## src/rtl/cfgb_pkg.sv

```systemverilog
package cfgb_pkg;
  localparam logic [1:0] SZ_BYTE = 2'd0;
  localparam logic [1:0] SZ_HALF = 2'd1;
  localparam logic [1:0] SZ_WORD = 2'd2;

  // bits kept in the address register
  localparam logic [31:0] ADDR_KEEP = 32'h80FF_FFFC;

  typedef enum logic [1:0] {ST_IDLE, ST_CFG, ST_DONE} bridge_state_e;

  typedef struct packed {
    logic       en;
    logic [7:0] bus;
    logic [4:0] dev;
    logic [2:0] fn;
    logic [5:0] dw;
  } cfg_target_t;

  function automatic cfg_target_t unpack_target(logic [31:0] w);
    cfg_target_t t;
    t.en  = w[31];
    t.bus = w[23:16];
    t.dev = w[15:11];
    t.fn  = w[10:8];
    t.dw  = w[7:2];
    return t;
  endfunction
endpackage

```

## src/rtl/cfgb_lane_dec.sv

```systemverilog
module cfgb_lane_dec
  import cfgb_pkg::*;
(
  input  logic [1:0]  lane_i,
  input  logic [1:0]  size_i,
  output logic        legal_o,
  output logic [3:0]  be_o,
  output logic [31:0] wmask_o,
  output logic [4:0]  shamt_o
);
  logic [3:0] be_base;

  always_comb begin
    be_base = 4'b0000;
    wmask_o = 32'hFFFF_FFFF;
    legal_o = 1'b0;
    case (size_i)
      SZ_BYTE: begin be_base = 4'b0001; wmask_o = 32'h0000_00FF; legal_o = 1'b1; end
      SZ_HALF: begin be_base = 4'b0011; wmask_o = 32'h0000_FFFF; legal_o = (lane_i != 2'd3); end
      SZ_WORD: begin be_base = 4'b1111; legal_o = (lane_i == 2'd0); end
      default: ;
    endcase
  end

  assign be_o    = be_base << lane_i;
  assign shamt_o = {lane_i, 3'b000};
endmodule

```

## src/rtl/cfgb_addr_latch.sv

```systemverilog
module cfgb_addr_latch
  import cfgb_pkg::*;
(
  input  logic        clk_i,
  input  logic        rst_ni,
  input  logic        wr_i,
  input  logic [31:0] wdata_i,
  output logic [31:0] q_o
);
  always_ff @(posedge clk_i or negedge rst_ni) begin
    if (!rst_ni)   q_o <= '0;
    else if (wr_i) q_o <= wdata_i & ADDR_KEEP;
  end
endmodule

```

## src/rtl/cfgb_timer.sv

```systemverilog
module cfgb_timer #(
  parameter int unsigned TIMEOUT = 16
) (
  input  logic clk_i,
  input  logic rst_ni,
  input  logic run_i,
  output logic expire_o
);
  localparam int unsigned TW = (TIMEOUT < 2) ? 1 : $clog2(TIMEOUT);
  localparam logic [TW-1:0] LAST = TW'(TIMEOUT - 1);

  logic [TW-1:0] cnt_q;

  always_ff @(posedge clk_i or negedge rst_ni) begin
    if (!rst_ni)                      cnt_q <= '0;
    else if (!run_i)                  cnt_q <= '0;
    else if (cnt_q != LAST)           cnt_q <= cnt_q + 1'b1;
  end

  assign expire_o = run_i && (cnt_q == LAST);
endmodule

```

## src/rtl/cfg_port_bridge.sv

```systemverilog
module cfg_port_bridge
  import cfgb_pkg::*;
#(
  parameter int unsigned TIMEOUT = 16
) (
  input  logic        clk_i,
  input  logic        rst_ni,
  input  logic        io_req_i,
  input  logic        io_we_i,
  input  logic [2:0]  io_off_i,
  input  logic [1:0]  io_size_i,
  input  logic [31:0] io_wdata_i,
  output logic [31:0] io_rdata_o,
  output logic        io_ready_o,
  output logic        cfg_req_o,
  output logic        cfg_we_o,
  output logic [7:0]  cfg_bus_o,
  output logic [4:0]  cfg_dev_o,
  output logic [2:0]  cfg_fn_o,
  output logic [5:0]  cfg_dw_o,
  output logic [3:0]  cfg_be_o,
  output logic [31:0] cfg_wdata_o,
  input  logic        cfg_rsp_i,
  input  logic [31:0] cfg_rdata_i
);
  bridge_state_e state_q;
  logic [31:0]   addr_q, rdata_q, wdata_q, wmask_q;
  logic [3:0]    be_q;
  logic [4:0]    shamt_q;
  logic          we_q;

  logic          legal, expire, accept, latch_wr;
  logic [3:0]    be;
  logic [31:0]   wmask;
  logic [4:0]    shamt;
  cfg_target_t   tgt;

  cfgb_lane_dec u_dec (
    .lane_i (io_off_i[1:0]),
    .size_i (io_size_i),
    .legal_o(legal),
    .be_o   (be),
    .wmask_o(wmask),
    .shamt_o(shamt)
  );

  assign accept   = (state_q == ST_IDLE) && io_req_i;
  assign latch_wr = accept && io_we_i && legal && (io_off_i == 3'd0) && (io_size_i == SZ_WORD);

  cfgb_addr_latch u_latch (
    .clk_i  (clk_i),
    .rst_ni (rst_ni),
    .wr_i   (latch_wr),
    .wdata_i(io_wdata_i),
    .q_o    (addr_q)
  );

  cfgb_timer #(.TIMEOUT(TIMEOUT)) u_timer (
    .clk_i   (clk_i),
    .rst_ni  (rst_ni),
    .run_i   (state_q == ST_CFG),
    .expire_o(expire)
  );

  always_ff @(posedge clk_i or negedge rst_ni) begin
    if (!rst_ni) begin
      state_q <= ST_IDLE;
      rdata_q <= '0;
      wdata_q <= '0;
      wmask_q <= '0;
      be_q    <= '0;
      shamt_q <= '0;
      we_q    <= 1'b0;
    end else begin
      case (state_q)
        ST_IDLE: if (io_req_i) begin
          we_q    <= io_we_i;
          wmask_q <= wmask;
          shamt_q <= shamt;
          if (!legal) begin
            rdata_q <= io_we_i ? '0 : wmask;
            state_q <= ST_DONE;
          end else if (!io_off_i[2]) begin
            rdata_q <= io_we_i ? '0 : ((addr_q >> shamt) & wmask);
            state_q <= ST_DONE;
          end else if (!addr_q[31]) begin
            rdata_q <= io_we_i ? '0 : wmask;
            state_q <= ST_DONE;
          end else begin
            be_q    <= be;
            wdata_q <= (io_wdata_i & wmask) << shamt;
            state_q <= ST_CFG;
          end
        end
        ST_CFG: begin
          if (cfg_rsp_i) begin
            rdata_q <= we_q ? '0 : ((cfg_rdata_i >> shamt_q) & wmask_q);
            state_q <= ST_DONE;
          end else if (expire) begin
            rdata_q <= we_q ? '0 : wmask_q;
            state_q <= ST_DONE;
          end
        end
        default: state_q <= ST_IDLE;
      endcase
    end
  end

  assign tgt         = unpack_target(addr_q);
  assign io_ready_o  = (state_q == ST_DONE);
  assign io_rdata_o  = rdata_q;
  assign cfg_req_o   = (state_q == ST_CFG);
  assign cfg_we_o    = we_q;
  assign cfg_bus_o   = tgt.bus;
  assign cfg_dev_o   = tgt.dev;
  assign cfg_fn_o    = tgt.fn;
  assign cfg_dw_o    = tgt.dw;
  assign cfg_be_o    = be_q;
  assign cfg_wdata_o = wdata_q;
endmodule

```

## config.mk

```make
export PLATFORM = sky130hd
export DESIGN_NAME = cfg_port_bridge
export DESIGN_NICKNAME = d
export VERILOG_FILES = /design/src/rtl/cfgb_pkg.sv /design/src/rtl/cfgb_lane_dec.sv /design/src/rtl/cfgb_addr_latch.sv /design/src/rtl/cfgb_timer.sv /design/src/rtl/cfg_port_bridge.sv
export SDC_FILE = /design/constraint.sdc
export NUM_CORES = 1
export LEC_CHECK = 0
export ABC_AREA = 1
export BUFFER_PORTS_ARGS = -buffer_cell sky130_fd_sc_hd__clkbuf_2
export CAP_MARGIN = 20
export CORE_MARGIN = 2
export CORE_UTILIZATION = 49
export CTS_CLUSTER_DIAMETER = 60
export CTS_CLUSTER_SIZE = 28
export DETAILED_ROUTE_END_ITERATION = 7
export PLACE_DENSITY = 0.78
export SLEW_MARGIN = 15
export SYNTH_ARGS = -nofsm -noshare
export SYNTH_HDL_FRONTEND = slang
export SYNTH_SLANG_ARGS = --single-unit
```

## constraint.sdc

```tcl
create_clock -name clk_i -period 1.7 [get_ports clk_i]
set_clock_uncertainty 0.2 [all_clocks]
set_input_delay 0.34 -clock clk_i [delete_from_list [all_inputs] [get_ports clk_i]]
set_output_delay 0.34 -clock clk_i [all_outputs]
set_load 0.02 [all_outputs]
```

# [Word level (Yosys, flattened, before mapping)]
# Cells that the tools add are included.
[op_classes] n_addsub=1 reduce_logical=15 eq_ne=11 bitwise_logic=3 n_mux=23 shift=4
[op_table] operator="32-bit 2-to-1 mux" n=10
[op_table] operator="32-bit case mux with 2 select lines" n=2
[op_table] operator="32-bit bitwise AND" n=3
[op_table] operator="32-bit by 5-bit >> shifter with 32-bit output" n=2
[op_table] operator="32-bit by 5-bit left shift with 32-bit output" n=1
[op_table] operator="2-bit 2-to-1 mux" n=6
[op_table] operator="4-bit case mux with 3 select lines" n=1
[op_table] operator="4-bit 2-to-1 mux" n=2
[op_table] operator="4-bit != test, second input constant" n=2
[op_table] operator="1-bit logical AND" n=6
[op_table] operator="2-bit zero test" n=3
[op_table] operator="2-bit != test, second input constant" n=3
[op_table] operator="5-bit AND reduction" n=1
[op_table] operator="4-bit by 1-bit adder with 4-bit output, second input constant" n=1
[op_table] operator="2-bit by 1-bit equality test with 1-bit output, second input constant" n=2
[op_table] operator="2-bit equality test, second input constant" n=2
[op_table] operator="4-bit equality test, second input constant" n=1
[op_table] operator="2-bit case mux with 2 select lines" n=1
[op_table] operator="2-bit AND reduction" n=2
[op_table] operator="4-bit AND reduction" n=1
[op_table] operator="4-bit by 2-bit left shift with 4-bit output" n=1
[op_table] operator="3-bit zero test" n=1
[op_table] operator="3-bit != test, second input constant" n=1
[op_table] operator="1-bit case mux with 3 select lines" n=1
[op_table] operator="2-bit nonzero test" n=1
[word_totals] output_inout_bits=93 word_cells=66 in_bits=74 reg_bits=132

# [Depth between registers and ports, before layout]
# Gate-level depths: netlist of the first run.
[depth] depth_word=8 depth_mapped=12 ltp_nobuf=11

# [By module]
# From an unflattened synthesis of the first run, not the netlist that was laid out.
[unflattened] cells_unflattened=1840 hier_area_um2=11315.9
[by_module_without_submodules] module="cfg_port_bridge" area_each_um2=9700.6 n_inst=1 cells_each=1636
[by_module_without_submodules] module="cfgb_addr_latch" area_each_um2=947.2 n_inst=1 cells_each=107
[by_module_without_submodules] module="cfgb_lane_dec" area_each_um2=461.7 n_inst=1 cells_each=71
[by_module_without_submodules] module="cfgb_timer" area_each_um2=206.4 n_inst=1 cells_each=26

# [Worst setup path before layout of the first run]
# No wires, ideal clock.
[synth_timing] kind="input to register" startpoint="input io_size_i[0]" endpoint="register wdata_q[10], in the netlist cfg_wdata_o[10]" t_arrival_ns=1.598 t_required_ns=1.370 n_path_buf=2 setup_time_ns=0.130 path_stages=11 path_slack_ns=-0.228 cell_sequence="inv_1 > ha_1 > inv_2 > nand3_2 > nand2_2 > a21oi_4 > nand3_2 > buf_6 > buf_2 > nand2_1 > o21ai_1"
[synth_via] elab_chain_len=4 word_cells_on_any_way=8 classes_between="eq/ne: 2; shift: 1; mux: 2; bitwise: 1; reduce/logical: 2"
[synth_lines] item="from (decl)" line="cfg_port_bridge.sv:11" text="input logic [1:0] io_size_i,"
[synth_lines] item="2-bit by 1-bit equality test with 1-bit output or 2-bit zero test (tied branches)" line="cfgb_lane_dec.sv:17" text="case (size_i)"
[synth_lines] item="32-bit case mux with 2 select lines" line="cfgb_lane_dec.sv:17"
[synth_lines] item="32-bit bitwise AND" line="cfg_port_bridge.sv:91" text="wdata_q <= (io_wdata_i & wmask) << shamt;"
[synth_lines] item="32-bit by 5-bit left shift with 32-bit output" line="cfg_port_bridge.sv:91"
[synth_lines] item="to (signal assigned)" line="cfg_port_bridge.sv:91"
[synth_lines] item="to (decl)" line="cfg_port_bridge.sv:27" text="logic [31:0] addr_q, rdata_q, wdata_q, wmask_q;"
# Several ways; a longest one is shown, not always the timed one.
# A chain may end at the register's enable or synchronous reset.

# [Final worst setup path of the first run]
[layout_timing] startpoint="register state_q[0]" endpoint="register rdata_q[13], in the netlist io_rdata_o[13]"
[layout_via] elab_chain_len=4 word_cells_on_any_way=9 classes_between="eq/ne: 4; mux: 1; reduce/logical: 4"
[layout_lines] item="from (decl)" line="cfg_port_bridge.sv:26" text="bridge_state_e state_q;"
[layout_lines] item="from (signal assigned)" line="cfg_port_bridge.sv:67" text="state_q <= ST_IDLE;"
[layout_lines] item="from (signal assigned)" line="cfg_port_bridge.sv:82" text="state_q <= ST_DONE;"
[layout_lines] item="from (signal assigned)" line="cfg_port_bridge.sv:85" text="state_q <= ST_DONE;"
[layout_lines] item="2-bit by 1-bit equality test with 1-bit output" line="cfg_port_bridge.sv:61, cfg_port_bridge.sv:75"
[layout_lines] item="1-bit logical AND" line="cfgb_timer.sv:20" text="assign expire_o = run_i && (cnt_q == LAST);"
[layout_lines] item="3-bit != test (no line)"
[layout_lines] item="4-bit AND reduction (no line)"
[layout_lines] item="to (signal assigned)" line="cfg_port_bridge.sv:81" text="rdata_q <= io_we_i ? '0 : wmask;"
[layout_lines] item="to (signal assigned)" line="cfg_port_bridge.sv:84" text="rdata_q <= io_we_i ? '0 : ((addr_q >> shamt) & wmask);"
[layout_lines] item="to (signal assigned)" line="cfg_port_bridge.sv:87" text="rdata_q <= io_we_i ? '0 : wmask;"
[layout_lines] item="to (decl)" line="cfg_port_bridge.sv:27"
# Several ways; a longest one is shown, not always the timed one.

==> results.cfg, run 1 <==
[timing]
rsz0062_at_grt = true
setup_slack_ps = -180
hold_viol = 0
max_freq_mhz = 532
max_slew_margin_pct = 70.5
finalCritPeriodShare_pct = 111
finalSetupViolCount = 59
maxSlewViolCount = 0
hold_ws_ps = 24.6
fin_crit_ps = 1880
worst_pin_slew_ps = 442

[clock_tree]
insertion_delay_ps = 360
htree_levels = 3
numClockSinks = 103
clk_path_buf_depth = 2
cts_tree = built
ctsRootBufferMaster = clkbuf_16
cts.clk_slew.worst_paths_ps = 80
cts_inserted_buffers = 9

[detailed_routing]
vias = 7532
drtPass1Iterations = 8
vias_per_cell = 5.68
drc = 0
wl_per_cell_um = 18.5
wl_mm = 24.6
drtIter0Drc = 888
ant_nets = 0

[worst_hold_path]
min_path_type = in2reg
hp-start = io_wdata_i[13]
min_to = u_latch.q_o[13]
hold_depth = 3

[synthesis]
synth_edf_count = 0
synthFlopType = dfrtp_1
yosys_warnings = 0
ys_ff_latch = 103
synth_top_cell_by_area = dfrtp_1
synthArstFlopShare_pct = 100
synth_area_leaders = dfrtp_1 (40%), nand2_1 (19%), o21ai_0 (8.2%)
synthTopCellsByCount = nand2_1 (319), o21ai_0 (105), dfrtp_1 (103)
yosysMostFrequentCell = nand2_1
synthDominantCellAreaShare_pct = 40.0
syn-num-nets = 1013
synth.distinct_cells = 36
ys_seq_area_share_pct = 40.0
synthesis.area_um2 = 6450
syn_area_per_cell_um2 = 6.90
syn_inst = 934

[final_layout]
fill_cells = 934
final_layout_size_suffix_gt1_share_pct = 40.4
layoutNonFillerInstCount = 1325
diodes = 0
post-route-cell-area_um2 = 9370
fin_util_pct = 73.7
multi_input_area_um2 = 3750
seq_area_um2 = 2580
syn_to_final_growth_pct = 45.4
final_nets = 1228

[place]
dpl-instance-area_um2 = 7880
globalplace.congestion = 0.941
placed_cells = 1270
portBuffers = 166
dp_hpwl_mm = 15.8

[global_route]
grt_util_all_layers_pct = 31.4
use_met1_pct = 40.9
antenna_found_initial = 0
grtUsageMet2_pct = 51.3
grtUsageMet3_pct = 4.63
grt_max_degree = 47
grt-busiest-layer = met2
overflow = 0
grt_pass1_wl_mm = 35.0
grt_pass1_vias = 6678

[job]
cap_violations = 0

[die]
io_pins = 167
die_w_um = 119
die_y_um = 119
row_count = 41
core_um2 = 12700
die_area_um2 = 14100
start_util_pct = 50.7

[worst_setup_path]
critPathArrivalTime_ps = 1980
rr_startpoint = state_q[0]
critPathKind = reg2reg
cp_max_fo = 8
startpoint_type = flip-flop
cp-end-kind = flip-flop
r2r-end = io_rdata_o[13]
crit_required_ps = 1800
r2r_slack_ps = -180
reg2regPathDepth = 9

[outcome]
status = complete, but fails checks
violations = negative setup slack

[pwr]
vdd_ir_drop_max_mv = 0.548
p_total_mw = 11.2
p_leak_nw = 4.96
power.density_nw_per_um2 = 1190
==> layout make-up <==
class	instances	share of cell area, %
Clock buffer	9	2.40
Clock inverter	6	0.587
Inverter	91	4.11
Multi-Input combinational cell	665	40.1
Sequential cell	103	27.5
Tap cell	172	2.30
Timing Repair Buffer	279	23.1
==> worst max path at each step <==
stage	start	end	slack, ps
floorplan	io_size_i[1]	cfg_be_o[3]	-70
global placement	io_size_i[1]	io_rdata_o[20]	-310
detailed placement	io_size_i[1]	io_rdata_o[20]	-370
CTS	u_timer.cnt_q[0]	io_rdata_o[5]	-180
global route	state_q[0]	io_rdata_o[13]	-280
finish	state_q[0]	io_rdata_o[13]	-180
==> per-stage QoR <==
step	setup TNS [ps]	setup slack, ps
4_1_cts	-5510	-184
2_1_floorplan	-2380	-71.9
5_1_grt	-10050	-282
3_3_place_gp	-18080	-314
6_report	-5140	-180
3_5_place_dp	-22200	-373
==> power breakdown <==
group | switching, mW | total (mW) | internal [mW]
sequential | 0.575 | 3.61 | 3.04
clock | 1.02 | 2.03 | 1.01
combinational | 3.39 | 5.55 | 2.16
total | 4.98 | 11.2 | 6.21
==> cells by family (layout without fill, tap and decap cells) <==
logic type	count (synthesis)	count (layout)	share of synthesized area, %
buf+inv	167	385	12.1
simple gates	478	479	30.9
fa+ha+maj	5	5	0.970
flops	103	103	40.0
compound gates	180	180	15.9
mux	1	1	0.155
==> critical path: stages, from the launching register on <==
cell	delay, ps
dfrtp_1	390
inv_1	70
nor2_2	150
buf_6	120
buf_4	120
nand3_1	80
buf_4	180
a21oi_1	280
nor2_2	90
a21oi_2	140
==> state kept, by name, indices dropped and copies added (netlist names) <==
register and flops:
cfg_be_o 4, cfg_wdata_o 32, cfg_we_o 1, io_rdata_o 32, shamt_q 2, state_q 2, u_latch.q_o 23, u_timer.cnt_q 4
wmask_q 3
==> metal layers <==
layer	up-vias	part of all wire (%)	routed length, um
met1	3470	37	9070
met4	0	6.1	1490
met5	-	0	0
li1	3398	-	-
met3	123	10	2460
met2	541	47	11500
==> timing repair <==
item                                    CTS  global route
buffers inserted                          7            15
pin swaps                                13            26
hold endpoints to repair                 21             0
gates resized for setup                  50           175
hold buffers                              1             0
gates cloned                              5            15
endpoints found under the setup margin   35            95
==> cells in the final DEF (no fill, tap or decap), drive strengths merged <==
cell / synthesis / layout
a211oi: 3 / 3
a21oi: 28 / 28
buf: 48 / 107
clkbuf: 28 / 180
clkinv: 1 / 6
dfrtp: 103 / 103
dlygate4sd3: 0 / 1
ha: 5 / 5
inv: 90 / 91
mux2i: 1 / 1
nand2: 324 / 324
nand3: 74 / 75
nand4: 1 / 1
nor2: 65 / 65
nor3: 5 / 5
o2111ai: 5 / 5
o211ai: 2 / 2
o21ai: 130 / 130
o21bai: 1 / 1
o221ai: 8 / 8
o22ai: 2 / 2
o31ai: 1 / 1
or2: 9 / 9
No activity file was read; power rests on OpenSTA's default activity.
==> inputs of run 2 (changes only) <==
- clock period: 1.7 -> 1.65 ns (I/O delays scaled with it)
==> results.cfg, run 2 (synthesized netlist as in run 1, its figures left out) <==
[place]
dp_hpwl_mm = 15.8
pre_cts_ws_ps = -418
globalplace.congestion = 0.968
portBuffers = 166

[timing]
maxSlewViolCount = 0
max_slew_margin_pct = 70.6
max_freq_mhz = 542
setup_slack_ps = -196
finalSetupViolCount = 95
finalCritPeriodShare_pct = 112
hold_ws_ps = 10.4
rsz0062_at_grt = true
worst_pin_slew_ps = 436
hold_viol = 0
setup_tns_ps = -10160
fin_crit_ps = 1850

[clock_tree]
cts_inserted_buffers = 9
clk_path_buf_depth = 2
numClockSinks = 103
cts_tree = built
ctsRootBufferMaster = clkbuf_16
cts.clk_slew.worst_paths_ps = 80
htree_levels = 3
insertion_delay_ps = 360

[final_layout]
final_layout_size_suffix_gt1_share_pct = 38.8
final_cell_mix = nand2_1 (263), clkbuf_2 (162), dfrtp_1 (103)
fill_cells = 1002
diodes = 0
final_nets = 1248
syn_to_final_growth_pct = 44.5
final_common_cell = nand2_1

[die]
die_w_um = 119
io_pins = 167
die_area_um2 = 14100
die_y_um = 119
row_count = 41
start_util_pct = 50.7
core_um2 = 12700

[global_route]
grt_max_degree = 34
grt_pass1_vias = 6960
grt_pass1_wl_mm = 34.9
overflow = 0
grt_util_all_layers_pct = 31.3
antenna_found_initial = 0

[worst_setup_path]
r2r_slack_ps = -200
reg2regPathDepth = 12
endpoint = io_rdata_o[20]
crit_top_cell = nand2_2
cpPeakStageDelay_ps = 420
r2r-end = io_rdata_o[20]
crit_required_ps = 1710
cp-end-kind = flip-flop
crit_start = state_q[1]
crit_slowest_cell = dfrtp_1
critPathArrivalTime_ps = 1900
critPathKind = reg2reg
cp_max_fo = 5
rr_startpoint = state_q[1]
path_cells = buf_6, inv_6, nand2_4, nor2_4, nand2_2, nand2_2, nor2_4, nand2_4, inv_8, clkbuf_16, nand2_1, nand2_2
startpoint_type = flip-flop

[detailed_routing]
drtIter0Drc = 688
drc = 0
vias_per_cell = 5.41
ant_nets = 0
wl_mm = 23.0
wl_per_cell_um = 17.1
vias = 7286
drtPass1Iterations = 5

[job]
cap_violations = 0

[pwr]
vdd_ir_drop_max_mv = 0.525
power.density_nw_per_um2 = 1210
p_leak_nw = 4.98

[outcome]
violations = negative setup slack
status = complete, but fails checks

[worst_hold_path]
min_path_type = in2reg
## run 2: worst min-delay path by stage
stage          slack (ps)                to            from  cells after the start
2_1_floorplan        -170       cfg_be_o[0]          rst_ni                      0
3_3_place_gp           80  u_timer.cnt_q[2]          rst_ni                      1
3_5_place_dp           80  u_timer.cnt_q[2]          rst_ni                      1
4_1_cts                 2    u_latch.q_o[9]   io_wdata_i[9]                      3
5_1_grt                30    u_latch.q_o[9]   io_wdata_i[9]                      3
6_report               10   u_latch.q_o[12]  io_wdata_i[12]                      3
## run 2: what timing repair did
| action | in CTS | in global routing |
|---|---|---|
| cloned | 5 | 3 |
| hold buffers | 1 | 0 |
| setup buffers | 8 | 8 |
| hold endpoints to repair | 25 | 0 |
| pin swaps | 12 | 17 |
| resized for setup | 54 | 116 |
| endpoints found under the setup margin | 57 | 95 |
## run 2: final cells by class
class,instances,area [um2],share of cell area [%]
Clock buffer,9,225,2.42
Inverter,91,380,4.08
Multi-Input combinational cell,664,3580,38.5
Clock inverter,7,71.3,0.766
Tap cell,172,215,2.31
Timing Repair Buffer,300,2260,24.3
Sequential cell,103,2580,27.7
## run 2: per-layer routing
| metal | track usage [%] | wire (um) | up-vias |
|---|---|---|---|
| met5 | 0 | 0 | - |
| met4 | 16.3 | 1100 | 0 |
| met3 | 4.49 | 1730 | 90 |
| met2 | 52.7 | 11100 | 424 |
| met1 | 39.0 | 9030 | 3325 |
| li1 | - | - | 3447 |
## run 2: metrics by stage
stage	power [mW]	area (um2)	cells	util [%]
2_1_floorplan	6.39	6660	934	-
3_3_place_gp	8.01	8140	1305	64.0
3_5_place_dp	8.10	8140	1305	64.0
4_1_cts	10.7	8790	1335	69.1
5_1_grt	11.8	9320	1346	73.2
6_report	11.2	9320	1346	73.2
## run 2: where the power goes
part / switching [mW] / internal, mW
Combinational: 3.27 / 2.18
Clock: 1.08 / 1.08
Sequential: 0.501 / 3.13
Total: 4.85 / 6.38
## run 2: worst max-delay path: cells and delay by family (launching register included)
family                 cells  cell delay [ps]
flip-flops                 1              420
buffers and inverters      4              420
AND/OR/NAND/NOR            8              690
